## src/rtl/talarm_pkg.sv

```systemverilog
package talarm_pkg;
   typedef enum int unsigned {
      ALM_HIGH = 0,
      ALM_LOW  = 1,
      ALM_RISE = 2,
      ALM_FALL = 3
   } alarm_idx_e;

   localparam int unsigned NUM_ALARMS = 4;
   localparam int unsigned NUM_LEVEL  = 2;
   localparam int unsigned NUM_EDGE   = 2;
endpackage

```

## src/rtl/talarm_level_det.sv

```systemverilog
module talarm_level_det #(
   parameter int unsigned CODE_W    = 12,
   parameter bit          HIGH_SIDE = 1'b1
) (
   input  logic              clk,
   input  logic              rst_n,
   input  logic [CODE_W-1:0] code,
   input  logic              valid,
   input  logic              mode_en,
   input  logic [CODE_W-1:0] upper,
   input  logic [CODE_W-1:0] lower,
   input  logic              clr,
   output logic              status
);
   logic trip, release_c, set_evt, cond_q;

   generate
      if (HIGH_SIDE) begin : g_high
         assign trip      = (code >= upper);
         assign release_c = (code <= lower);
      end else begin : g_low
         assign trip      = (code <= lower);
         assign release_c = (code >= upper);
      end
   endgenerate

   assign set_evt = mode_en & valid & trip;

   always_ff @(posedge clk or negedge rst_n) begin
      if (!rst_n) begin
         cond_q <= 1'b0;
      end else if (!mode_en) begin
         cond_q <= 1'b0;
      end else if (valid && trip) begin
         cond_q <= 1'b1;
      end else if (valid && release_c) begin
         cond_q <= 1'b0;
      end
   end

   always_ff @(posedge clk or negedge rst_n) begin
      if (!rst_n) begin
         status <= 1'b0;
      end else if (set_evt) begin
         status <= 1'b1;
      end else if (clr && !cond_q) begin
         status <= 1'b0;
      end
   end
endmodule

```

## src/rtl/talarm_edge_det.sv

```systemverilog
module talarm_edge_det #(
   parameter int unsigned CODE_W = 12,
   parameter bit          RISING = 1'b1
) (
   input  logic              clk,
   input  logic              rst_n,
   input  logic [CODE_W-1:0] code,
   input  logic              valid,
   input  logic              mode_en,
   input  logic [CODE_W-1:0] alarm_thr,
   input  logic [CODE_W-1:0] hyst_thr,
   input  logic              clr,
   output logic              status
);
   logic reach, rearm, fire, armed_q;

   generate
      if (RISING) begin : g_rise
         assign reach = (code >= alarm_thr);
         assign rearm = (code <= hyst_thr);
      end else begin : g_fall
         assign reach = (code <= alarm_thr);
         assign rearm = (code >= hyst_thr);
      end
   endgenerate

   assign fire = mode_en & valid & armed_q & reach;

   always_ff @(posedge clk or negedge rst_n) begin
      if (!rst_n) begin
         armed_q <= 1'b0;
      end else if (!mode_en || fire) begin
         armed_q <= 1'b0;
      end else if (valid && rearm) begin
         armed_q <= 1'b1;
      end
   end

   always_ff @(posedge clk or negedge rst_n) begin
      if (!rst_n) begin
         status <= 1'b0;
      end else if (clr) begin
         status <= 1'b0;
      end else if (fire) begin
         status <= 1'b1;
      end
   end
endmodule

```

## src/rtl/temp_alarm_unit.sv

```systemverilog
module temp_alarm_unit
   import talarm_pkg::*;
#(
   parameter int unsigned CODE_W = 12,
   localparam int unsigned FIELD_W = 2 * CODE_W,
   localparam int unsigned NA      = NUM_ALARMS
) (
   input  logic               clk,
   input  logic               rst_n,
   input  logic [CODE_W-1:0]  sample_code,
   input  logic               sample_valid,
   input  logic               level_mode_en,
   input  logic               edge_mode_en,
   input  logic [FIELD_W-1:0] high_thr,
   input  logic [FIELD_W-1:0] low_thr,
   input  logic [FIELD_W-1:0] rise_thr,
   input  logic [FIELD_W-1:0] fall_thr,
   input  logic [NA-1:0]      irq_en,
   input  logic [NA-1:0]      irq_clr,
   output logic [NA-1:0]      irq_status,
   output logic               irq_out
);
   generate
      if (CODE_W < 2 || CODE_W > 24) begin : g_bad_width
         $error("temp_alarm_unit: CODE_W out of range");
      end
   endgenerate

   logic [FIELD_W-1:0] lvl_thr  [NUM_LEVEL];
   logic [FIELD_W-1:0] edge_thr [NUM_EDGE];

   assign lvl_thr[0]  = high_thr;
   assign lvl_thr[1]  = low_thr;
   assign edge_thr[0] = rise_thr;
   assign edge_thr[1] = fall_thr;

   generate
      for (genvar g = 0; g < NUM_LEVEL; g++) begin : g_level
         talarm_level_det #(
            .CODE_W    (CODE_W),
            .HIGH_SIDE (g == 0)
         ) u_lvl (
            .clk     (clk),
            .rst_n   (rst_n),
            .code    (sample_code),
            .valid   (sample_valid),
            .mode_en (level_mode_en),
            .upper   (lvl_thr[g][CODE_W-1:0]),
            .lower   (lvl_thr[g][FIELD_W-1:CODE_W]),
            .clr     (irq_clr[int'(ALM_HIGH) + g]),
            .status  (irq_status[int'(ALM_HIGH) + g])
         );
      end
      for (genvar g = 0; g < NUM_EDGE; g++) begin : g_edge
         talarm_edge_det #(
            .CODE_W (CODE_W),
            .RISING (g == 0)
         ) u_edge (
            .clk       (clk),
            .rst_n     (rst_n),
            .code      (sample_code),
            .valid     (sample_valid),
            .mode_en   (edge_mode_en),
            .alarm_thr (edge_thr[g][CODE_W-1:0]),
            .hyst_thr  (edge_thr[g][FIELD_W-1:CODE_W]),
            .clr       (irq_clr[int'(ALM_RISE) + g]),
            .status    (irq_status[int'(ALM_RISE) + g])
         );
      end
   endgenerate

   assign irq_out = |(irq_status & irq_en);
endmodule


```

## config.mk

```make
export PLATFORM = sky130hd
export DESIGN_NAME = temp_alarm_unit
export DESIGN_NICKNAME = d
export VERILOG_FILES = /design/src/rtl/talarm_pkg.sv /design/src/rtl/talarm_level_det.sv /design/src/rtl/talarm_edge_det.sv /design/src/rtl/temp_alarm_unit.sv
export SDC_FILE = /design/constraint.sdc
export NUM_CORES = 1
export LEC_CHECK = 0
export CAP_MARGIN = 20
export CORE_AREA = 2 2 68 70
export DETAILED_ROUTE_END_ITERATION = 10
export DIE_AREA = 0 0 70 72
export DONT_BUFFER_PORTS = 1
export GPL_TIMING_DRIVEN = 0
export PLACE_DENSITY = 0.85
export SYNTH_ARGS = -nofsm -noshare
export SYNTH_HDL_FRONTEND = slang
export SYNTH_SLANG_ARGS = --single-unit
```

## constraint.sdc

```tcl
create_clock -name clk -period 1.2 [get_ports clk]
set_input_delay 0.24 -clock clk [delete_from_list [all_inputs] [get_ports clk]]
set_output_delay 0.24 -clock clk [all_outputs]
set_load 0.01 [all_outputs]
```

# Word-level counts from Yosys, hierarchy flattened
# Index checks and enable logic that the tools add are counted.
classes:
  n_lt_le_gt_ge: 8
  n_eq_ne: 2
  n_reduce_logical: 20
  bitwise_logic: 9
  mux: 18
ops:
  columns: ["cell", "n"]
  rows:
  - ["$ge A12 B12 Y1", 4]
  - ["$le A12 B12 Y1", 4]
  - ["$mux W1", 18]
  - ["$reduce_bool A2 Y1", 6]
  - ["$and A1 B1 Y1", 8]
  - ["$logic_and A1 B1 Y1", 8]
  - ["$ne A3 B1 Y1 const B", 2]
  - ["$and A4 B4 Y4", 1]
  - ["$reduce_or A4 Y1", 1]
  - ["$logic_not A1 Y1", 3]
  - ["$logic_or A1 B1 Y1", 2]
word_totals:
  word_cells: 65
  reg_bits: 8
  in_bits: 121
  output_inout_bits: 5

# Depth between registers and ports, before layout
# Gate-level depths: netlist (run 1).
logic_depth:
  ltp_word: 5
  depth_mapped: 7
  ltp_nobuf: 7

# Modules after synthesis
# From an unflattened synthesis (run 1), not the netlist that was laid out.
unflattened:
  hier_cells: 356
  hier_area_um2: 2767.7
modules_own_cells:
  columns: ["module", "area_each_um2", "cells_each", "instances"]
  rows:
  - ["talarm_edge_det at g_edge[1].u_edge", 694.4, 88, 1]
  - ["talarm_level_det at g_level[1].u_lvl", 685.7, 88, 1]
  - ["talarm_edge_det at g_edge[0].u_edge", 684.4, 87, 1]
  - ["talarm_level_det at g_level[0].u_lvl", 684.4, 90, 1]
  - ["temp_alarm_unit", 18.8, 3, 1]

# Worst setup path before layout (run 1)
# Ideal clock, no wire load.
synth_timing:
  path_kind: "in2reg"
  start: "input sample_code[0]"
  end: "register g_edge[0].u_edge.status"
  setup_slack_ps: -516
  required_time_ps: 1081
  path_buffers: 0
  cell_stages: 7
  t_arrival_ps: 1597
  cell_sequence: "inv_1 ha_1 nand2b_4 a2111o_1 a31oi_1 o22ai_1 o21ba_1"
synth_via:
  elab_chain_len: 3
synth_lines:
  columns: ["element", "line", "rtl"]
  rows:
  - ["start: declaration", "temp_alarm_unit.sv:10", "input logic [CODE_W-1:0] sample_code,"]
  - ["$ge A12 B12 Y1", "talarm_edge_det.sv:19", "assign reach = (code >= alarm_thr);"]
  - ["$and A1 B1 Y1", "talarm_edge_det.sv:27", "assign fire = mode_en & valid & armed_q & reach;"]
  - ["$reduce_bool A2 Y1 (no source line)", null, null]
  - ["end signal: assignment", "talarm_edge_det.sv:41", "status <= 1'b0;"]
  - ["end signal: assignment", "talarm_edge_det.sv:43", "status <= 1'b0;"]
  - ["end signal: assignment", "talarm_edge_det.sv:45", "status <= 1'b1;"]
  - ["end: declaration", "talarm_edge_det.sv:13", "output logic status"]
# No other way between the ends.
# A chain may end at the register's enable or synchronous reset.

# Worst setup path after layout (run 1)
layout_timing:
  start: "input sample_code[0]"
  end: "register g_level[0].u_lvl.cond_q"
layout_via:
  elab_chain_len: 4
  word_cells_on_any_way: 7
  classes_between: "order compare: 2; eq/ne: 1; mux: 2; reduce/logical: 2"
layout_lines:
  columns: ["element", "line", "rtl"]
  rows:
  - ["$ge A12 B12 Y1", "talarm_level_det.sv:19", "assign trip = (code >= upper);"]
  - ["$logic_and A1 B1 Y1", "talarm_level_det.sv:34", "end else if (valid && trip) begin"]
  - ["$mux W1", "talarm_level_det.sv:34", null]
  - ["$mux W1", "talarm_level_det.sv:32", "end else if (!mode_en) begin"]
  - ["end signal: assignment", "talarm_level_det.sv:31", "cond_q <= 1'b0;"]
  - ["end signal: assignment", "talarm_level_det.sv:33", "cond_q <= 1'b0;"]
  - ["end signal: assignment", "talarm_level_det.sv:35", "cond_q <= 1'b1;"]
  - ["end: declaration", "talarm_level_det.sv:15", "logic trip, release_c, set_evt, cond_q;"]
# Parallel ways exist; a longest one is shown, timed or not.

==> impl_metrics.json, run 1 <==
{
  "remaining_drc_errors": 0,
  "clk_transition_reported_paths_ns": 0.04,
  "hold_ws_ns": 0.0732,
  "grt_pass1_wl_microns": 11100,
  "place_area_sq_um": 2950,
  "synth-main-ff-cell": "dfrtp_1",
  "final_area_sq_um": 3180,
  "violations": "negative setup slack",
  "synth_area_per_cell_sq_um": 7.56,
  "rows": 24,
  "synth_cell_types": 45,
  "critPathTopFamily": "compound AO/OA/AOI/OAI gates",
  "max_stage_delay_ns": 0.32,
  "max_slew_margin_pct": 66.1,
  "crit_chain": "clkinvlp_4 > buf_6 > ha_4 > nand2b_4 > a21o_1 > a211o_1 > a211oi_2 > o22ai_1",
  "seq_area_sq_um": 200,
  "dieWidth_microns": 70,
  "syn_nets": 580,
  "cts_tree": "built",
  "timing.max_cap.violations": 0,
  "hold_viol_final": 0,
  "finClkSkew_ns": 0.000141,
  "io_buffers": 0,
  "antenna_cells": 0,
  "p_per_area_nw_per_um2": 499,
  "maxSlewViolCount": 0,
  "clockBufferDepth": 2,
  "first_global_vias": 2502,
  "ys_seq_area_share_pct": 7.29,
  "grt_busiest_layer": "met2",
  "routed_wl_microns": 7080,
  "grt_max_degree": 11,
  "critPathSlowestCell": "a211o_1",
  "route.vias.total": 2595,
  "dp_cells": 415,
  "grt_use_met3_pct": 3.47,
  "stdcell_count": 424,
  "drive_gt1_share_pct": 14.8,
  "ioPinCount": 126,
  "tightest_slew_ns": 0.496,
  "rsz0062_at_grt": "true",
  "cts_sinks": 8,
  "track_usage_pct": 26.9,
  "fin_tns_setup_ns": -1.93,
  "fmax_mhz": 629,
  "cts_buffers": 3,
  "coreArea_sq_um": 4260,
  "gp_congestion": 0.814,
  "synth_edf_count": 0,
  "syn_area_sq_um": 2750,
  "dieArea_sq_um": 5040,
  "finalSetupViolations": 7,
  "wire_per_inst_microns": 16.7,
  "multiInputGateArea_sq_um": 2430,
  "via_per_inst": 6.12,
  "drt_iter0_drc": 70,
  "clock_latency_ns": 0.23,
  "critical_path_required_ns": 1.28,
  "yosys_warnings": 0,
  "die_y_microns": 72,
  "ant_nets": 0,
  "hpwl_microns": 5820,
  "power_leakage_nw": 1.77,
  "use_met2_pct": 49.1,
  "hp-class": "in -> reg",
  "cp.arrival_ns": 1.67,
  "start_util_pct": 64.4,
  "grt_use_met1_pct": 33.7,
  "finalCoreUtilization_pct": 74.6,
  "cts_max_level": 1,
  "criticalPathCategory": "in -> reg",
  "finalPower_mw": 1.59,
  "grt_overflow": 0,
  "worst_slack_ns": -0.391,
  "firstDrtPassIters": 4,
  "final_nets": 591,
  "num-fill-cells": 330,
  "synth_seq_cells": 8,
  "vdd_drop_max_uv": 256,
  "finalCritPeriodShare_pct": 133,
  "antenna_found_initial": 0,
  "layout_common_cells": "inv_1 (83), ha_1 (83), a21oi_1 (31), nand2_1 (18)",
  "period_needed_ns": 1.59,
  "areaGrowthSynthToFinish_pct": 16.0,
  "cts-root-buf": "clkbuf_8",
  "cp-start-kind": "primary input",
  "ys_async_sr_fraction_pct": 100,
  "pre_cts_slack_ns": -0.753,
  "critPathBufInv": 2,
  "status": "finished, violations left",
  "synth_cells": 363,
  "cp-end-kind": "flop",
  "cp_max_fo": 3
}
==> power breakdown <==
group	internal [mW]	switching [mW]	leakage (nW)
Combinational	0.463	0.483	1.65
Clock	0.217	0.0997	0.0216
Sequential	0.299	0.0259	0.106
Total	0.979	0.608	1.77
==> path summary, 6_finish.rpt <==
path / cells after the start / from / endpoint / slack, ns
worst max-delay path: 8 / sample_code[0] / g_level[0].u_lvl.cond_q / -0.39
min in group asynchronous: 1 / rst_n / g_edge[1].u_edge.status / 0.36
worst max register to register: 4 / g_edge[0].u_edge.armed_q / g_edge[0].u_edge.status / 0.07
max in group asynchronous: 1 / rst_n / g_level[1].u_lvl.cond_q / 0.58
worst min register to register: 2 / g_level[0].u_lvl.cond_q / g_level[0].u_lvl.status / 0.52
worst min-delay path: 1 / irq_clr[3] / g_edge[1].u_edge.status / 0.07
==> Yosys cell counts, drive strengths merged, types with 5 or more instances <==
| master | number | area [sq um] |
|---|---|---|
| ha | 96 | 1200 |
| inv | 92 | 345 |
| a21oi | 34 | 170 |
| nand2 | 19 | 71.3 |
| nand4 | 13 | 81.3 |
| nand3 | 12 | 60.1 |
| o21ai | 12 | 60.1 |
| a21o | 10 | 75.1 |
| nor2 | 10 | 37.5 |
| dfrtp | 8 | 200 |
| buf | 5 | 35.0 |
==> sequential cells by signal, indices dropped and copies added (netlist names) <==
register               count
g_edge.u_edge.armed_q      2
g_edge.u_edge.status       2
g_level.u_lvl.cond_q       2
g_level.u_lvl.status       2
==> cell families (layout without fill, tap and decap cells) <==
group	count (synthesis)	after routing	share of synthesized area [%]
flip-flops	8	8	7.29
AO/OA/AOI/OAI	88	88	20.9
buffers and inverters	97	106	13.9
AND/OR/NAND/NOR	74	74	14.2
adder cells (fa/ha/maj)	96	96	43.8
==> timing repair <==
action / CTS / global route
gates resized for setup: 7 / 17
pin swaps: 4 / 19
hold buffers: 1 / 0
hold endpoints to repair: 8 / 0
setup buffers: 3 / 3
endpoints found under the setup margin: 7 / 9
==> layer usage <==
layer / routed length [microns] / up-vias
met5: 0 / -
met4: 159 / 0
met3: 403 / 21
met2: 3440 / 114
met1: 3070 / 1164
li1: - / 1296
==> final cells by class <==
| class | count | area share [%] |
|---|---|---|
| buffer | 5 | 1.10 |
| clock buffer | 3 | 1.30 |
| inverter | 92 | 11.0 |
| multi-input combinational | 258 | 76.5 |
| sequential | 8 | 6.29 |
| tap | 52 | 2.04 |
| timing repair buffer | 6 | 1.85 |
No activity file was read; power rests on OpenSTA's default activity.
==> run 2: changes to the inputs <==
CORE_AREA = 2 2 66 68   (was 2 2 68 70)
DIE_AREA = 0 0 68 70   (was 0 0 70 72)
PLACE_DENSITY = 0.89   (was 0.85)
clock period = 2.1 ns   (was 1.2 ns; I/O delays follow)
==> impl_metrics.json, run 2 (same netlist as run 1, synthesis figures left out) <==
{
  "grt_overflow": 0,
  "tightest_slew_ns": 0.541,
  "ioPinCount": 126,
  "crit_chain": "inv_1 > ha_1 > nand2b_4 > a2111o_1 > a31oi_2 > o22ai_1 > o21ba_1",
  "grt_pass1_wl_microns": 11100,
  "cts_max_level": 1,
  "remaining_drc_errors": 0,
  "period_needed_ns": 1.99,
  "criticalPathCategory": "in -> reg",
  "status": "finished, final reports clean",
  "cp.arrival_ns": 2.10,
  "io_buffers": 0,
  "final_common_cell": "ha_1",
  "wire_per_inst_microns": 16.0,
  "cts-root-buf": "clkbuf_8",
  "max_slew_margin_pct": 63.5,
  "dp_cells": 415,
  "place_area_sq_um": 2810,
  "cts_sinks": 8,
  "critPathSlowestCell": "a2111o_1",
  "finalCoreUtilization_pct": 69.2,
  "ant_nets": 0,
  "cts_setup_buffers": 0,
  "timing.max_cap.violations": 0,
  "rsz0062_at_grt": "false",
  "final_area_sq_um": 2870,
  "max_stage_delay_ns": 0.41,
  "maxSlewViolCount": 0,
  "cp_max_fo": 8,
  "hp-class": "in -> reg",
  "die_y_microns": 70,
  "hpwl_microns": 5860,
  "antenna_cells": 0,
  "final_nets": 586,
  "grt_max_degree": 11,
  "routed_wl_microns": 6700,
  "finClkSkew_ns": 0.00124,
  "vdd_drop_max_uv": 173,
  "cts_tree": "built",
  "stdcell_count": 419,
  "start_util_pct": 66.2,
  "wl_met2_microns": 3190,
  "drive_gt1_share_pct": 3.27,
  "dieArea_sq_um": 4760,
  "cp-start-kind": "primary input",
  "gp_congestion": 0.937,
  "drt_iter0_drc": 52,
  "cp-end-kind": "flop",
  "clk_transition_reported_paths_ns": 0.04,
  "rows": 24,
  "antenna_found_initial": 0,
  "hold_ws_ns": 0.257,
  "clockBufferDepth": 2,
  "power_leakage_nw": 1.74,
  "layout_common_cells": "ha_1 (96), inv_1 (92), a21oi_1 (34), nand2_1 (19), nand4_1 (13)",
  "p_per_area_nw_per_um2": 288,
  "finalCritPeriodShare_pct": 94.9,
  "clock_latency_ns": 0.22,
  "cts_buffers": 3,
  "areaGrowthSynthToFinish_pct": 4.47,
  "fmax_mhz": 502,
  "hold_viol_final": 0,
  "met1_length_microns": 3030,
  "via_per_inst": 6.04,
  "track_usage_pct": 29.4,
  "route.vias.total": 2532,
  "wl_met3_microns": 385,
  "dieWidth_microns": 68,
  "firstDrtPassIters": 4,
  "maxUsedRoutingLayer": "met4",
  "first_global_vias": 2597,
  "critical_path_required_ns": 2.21,
  "coreArea_sq_um": 4140,
  "finalSetupViolations": 0
}
run 2: cell types whose count changed in the layout (fill, tap and decap cells not counted), moves of 3 or more:
cell	delta
inv_1	+9
inv_2	-8
a21oi_2	-3
a21oi_1	+3
o21ai_1	-3
o21ai_0	+3
buf_6	-3
ha_4	-13
ha_1	+13
run 2: where the power goes:
group          switching [mW]  leakage (nW)  total (mW)  internal [mW]
Combinational           0.247          1.61       0.462          0.216
Clock                  0.0589        0.0216       0.183          0.124
Sequential             0.0114         0.106       0.182          0.171
Total                   0.317          1.74       0.827          0.510
run 2: layout make-up:
class,instances,area [sq um]
clock buffer,3,41.3
inverter,92,345
tap,52,65.1
sequential,8,200
fill,363,1280
multi-input combinational,258,2170
buffer,5,35.0
timing repair buffer,1,10.0
run 2: per-stage QoR:
stage / setup TNS, ns / power [mW] / setup slack (ns)
floorplan: 0 / 0.537 / 0.204
global placement: -0.424 / 0.608 / -0.234
detailed placement: -0.445 / 0.638 / -0.229
CTS: 0 / 0.829 / 0.0950
global route: 0 / 0.922 / 0.0365
finish: 0 / 0.827 / 0.108
run 2: worst paths after layout:
path                                            end                     start  depth (start not counted)  slack (ns)
max in group asynchronous  g_edge[0].u_edge.armed_q                     rst_n                          1        1.27
hold / removal              g_edge[1].u_edge.status                irq_clr[3]                          1        0.26
min in group asynchronous   g_level[1].u_lvl.status                     rst_n                          1        0.56
setup / recovery            g_edge[0].u_edge.status            sample_code[0]                          7        0.11
setup reg to reg            g_edge[0].u_edge.status  g_edge[0].u_edge.armed_q                          4        0.93
hold reg to reg             g_level[0].u_lvl.status   g_level[0].u_lvl.cond_q                          2        0.52
run 2: layer usage:
| metal | vias to the layer above | GRT usage [%] |
|---|---|---|
| met1 | 1126 | 36.4 |
| li1 | 1290 | - |
| met5 | - | 0 |
| met3 | 10 | 4.51 |
| met2 | 106 | 51.5 |
| met4 | 0 | 8.00 |
run 2: worst max-delay path: cells and delay by family:
family | cells | cell delay, ns
compound gates | 4 | 1.02
fa+ha+maj | 1 | 0.29
buf+inv | 1 | 0.24
simple gates | 1 | 0.13
run 2: what timing repair did:
| action | CTS | global route |
|---|---|---|
| setup endpoints to repair | 1 | 0 |
| hold buffers | 1 | 0 |
| gates resized for setup | 1 | 0 |
| endpoints found under the hold margin | 8 | 0 |
==> run 3: changes to the inputs <==
CORE_AREA = 2 2 71 73   (was 2 2 66 68)
DIE_AREA = 0 0 73 75   (was 0 0 68 70)
PLACE_DENSITY = 0.82   (was 0.89)
clock period = 1.7 ns   (was 2.1 ns; I/O delays follow)
==> impl_metrics.json, run 3 (same netlist as run 1, synthesis figures left out) <==
{
  "max_stage_delay_ns": 0.41,
  "cts_buffers": 3,
  "antenna_cells": 0,
  "ant_nets": 0,
  "gp_congestion": 0.829,
  "route.vias.total": 2489,
  "firstDrtPassIters": 4,
  "fmax_mhz": 612,
  "clk_transition_reported_paths_ns": 0.04,
  "drive_gt1_share_pct": 5.15,
  "antenna_found_initial": 0,
  "pre_cts_slack_ns": -0.425,
  "final_common_cell": "ha_1",
  "finalCritPeriodShare_pct": 96.1,
  "hpwl_microns": 5900,
  "coreArea_sq_um": 4660,
  "r2r-start": "g_edge[0].u_edge.armed_q",
  "num-fill-cells": 438,
  "dieWidth_microns": 73,
  "die_y_microns": 75,
  "clock_latency_ns": 0.23,
  "maxSlewViolCount": 0,
  "grt_max_degree": 11,
  "critPathSlowestCell": "a2111o_1",
  "maxUsedRoutingLayer": "met4",
  "areaGrowthSynthToFinish_pct": 6.79,
  "rsz0062_at_grt": "true",
  "reg2reg_to": "g_edge[0].u_edge.status",
  "clockBufferDepth": 2,
  "r2r_slack_ns": 0.57,
  "seq_area_sq_um": 200,
  "track_usage_pct": 25.1,
  "whs_endpoint": "g_edge[1].u_edge.status",
  "grt_pass1_wl_microns": 10800,
  "hp-start": "irq_clr[3]",
  "io_buffers": 0,
  "vdd_drop_max_uv": 180,
  "crit_chain": "clkinvlp_4 > ha_4 > nand2b_4 > a2111o_1 > a31oi_2 > o22ai_1 > o21ba_1",
  "hold_viol_final": 0,
  "hp-class": "in -> reg",
  "wl_met3_microns": 322,
  "tightest_slew_ns": 0.520,
  "start_util_pct": 58.9,
  "rows": 25,
  "finalSetupViolations": 0,
  "cp.arrival_ns": 1.75,
  "met1_length_microns": 3090,
  "period_needed_ns": 1.63,
  "grt_overflow": 0,
  "timing.max_cap.violations": 0,
  "multiInputGateArea_sq_um": 2210,
  "fin_tns_setup_ns": 0,
  "cp-end-kind": "flop",
  "max_slew_margin_pct": 65.3,
  "criticalPathCategory": "in -> reg",
  "critical_path_required_ns": 1.82,
  "dieArea_sq_um": 5480,
  "cp-start-kind": "primary input",
  "status": "finished, final reports clean",
  "p_per_area_nw_per_um2": 355,
  "cts_tree": "built",
  "cts-root-buf": "clkbuf_8",
  "wl_met2_microns": 3400,
  "cts_max_level": 1,
  "layout_common_cells": "ha_1 (95), inv_1 (91), a21oi_1 (34), nand2_1 (19), nand4_1 (13)",
  "drt_iter0_drc": 53,
  "cts_sinks": 8,
  "routed_wl_microns": 6840,
  "remaining_drc_errors": 0,
  "ioPinCount": 126,
  "via_per_inst": 5.88,
  "rr_worst_depth": 4,
  "first_global_vias": 2406,
  "power_leakage_nw": 1.75,
  "cp_max_fo": 4,
  "critPathBufInv": 1,
  "finalPower_mw": 1.04,
  "whs_path_depth": 1,
  "finClkSkew_ns": 0.000891,
  "wire_per_inst_microns": 16.2,
  "critPathTopFamily": "compound AO/OA/AOI/OAI gates",
  "worst_slack_ns": 0.0667,
  "final_nets": 588
}
[run 3: area by class of cell]
type,count,share of cell area (%)
plain buffers,5,1.20
clock buffers,3,1.41
inverters,92,11.9
multi-input cells,258,75.5
flip-flops and latches,8,6.83
well taps,54,2.30
repair buffers,3,0.854
[run 3: how the worst max path moves through the flow]
stage,start,cells past startpoint,slack (ns),end
after floorplan,sample_code[0],7,-0.06,g_level[0].u_lvl.cond_q
after global placement,sample_code[0],7,-0.41,g_edge[0].u_edge.status
after detailed placement,sample_code[0],7,-0.43,g_edge[0].u_edge.status
after CTS,sample_code[0],7,0.04,g_edge[0].u_edge.status
after global routing,low_thr[23],7,-0.01,g_level[1].u_lvl.cond_q
final,sample_code[0],7,0.07,g_edge[0].u_edge.status
[run 3: routing by layer]
metal	track usage, %	up-vias
met5	0	-
met4	6.58	0
met1	31.0	1105
li1	-	1293
met2	46.0	87
met3	2.95	4
[run 3: metrics by stage]
step	cell area, sq um	hold slack, ns	cells	util (%)
after global routing	2930	0.166	423	62.9
after detailed placement	2840	0.0446	417	60.8
final	2930	0.170	423	62.9
after global placement	2840	0.0446	417	60.8
after floorplan	2770	0.0444	363	-
after CTS	2910	0.168	423	62.4
[run 3: power by group]
| part | internal, mW | switching, mW |
|---|---|---|
| Sequential | 0.211 | 0.0151 |
| Combinational | 0.279 | 0.309 |
| Clock | 0.153 | 0.0727 |
| Total | 0.643 | 0.397 |
[run 3: what timing repair did]
item,CTS,global route
setup endpoints to repair,4,4
hold buffers,1,0
pin swaps,1,0
resized for setup,1,6
hold endpoints to repair,8,0
setup buffers,2,0
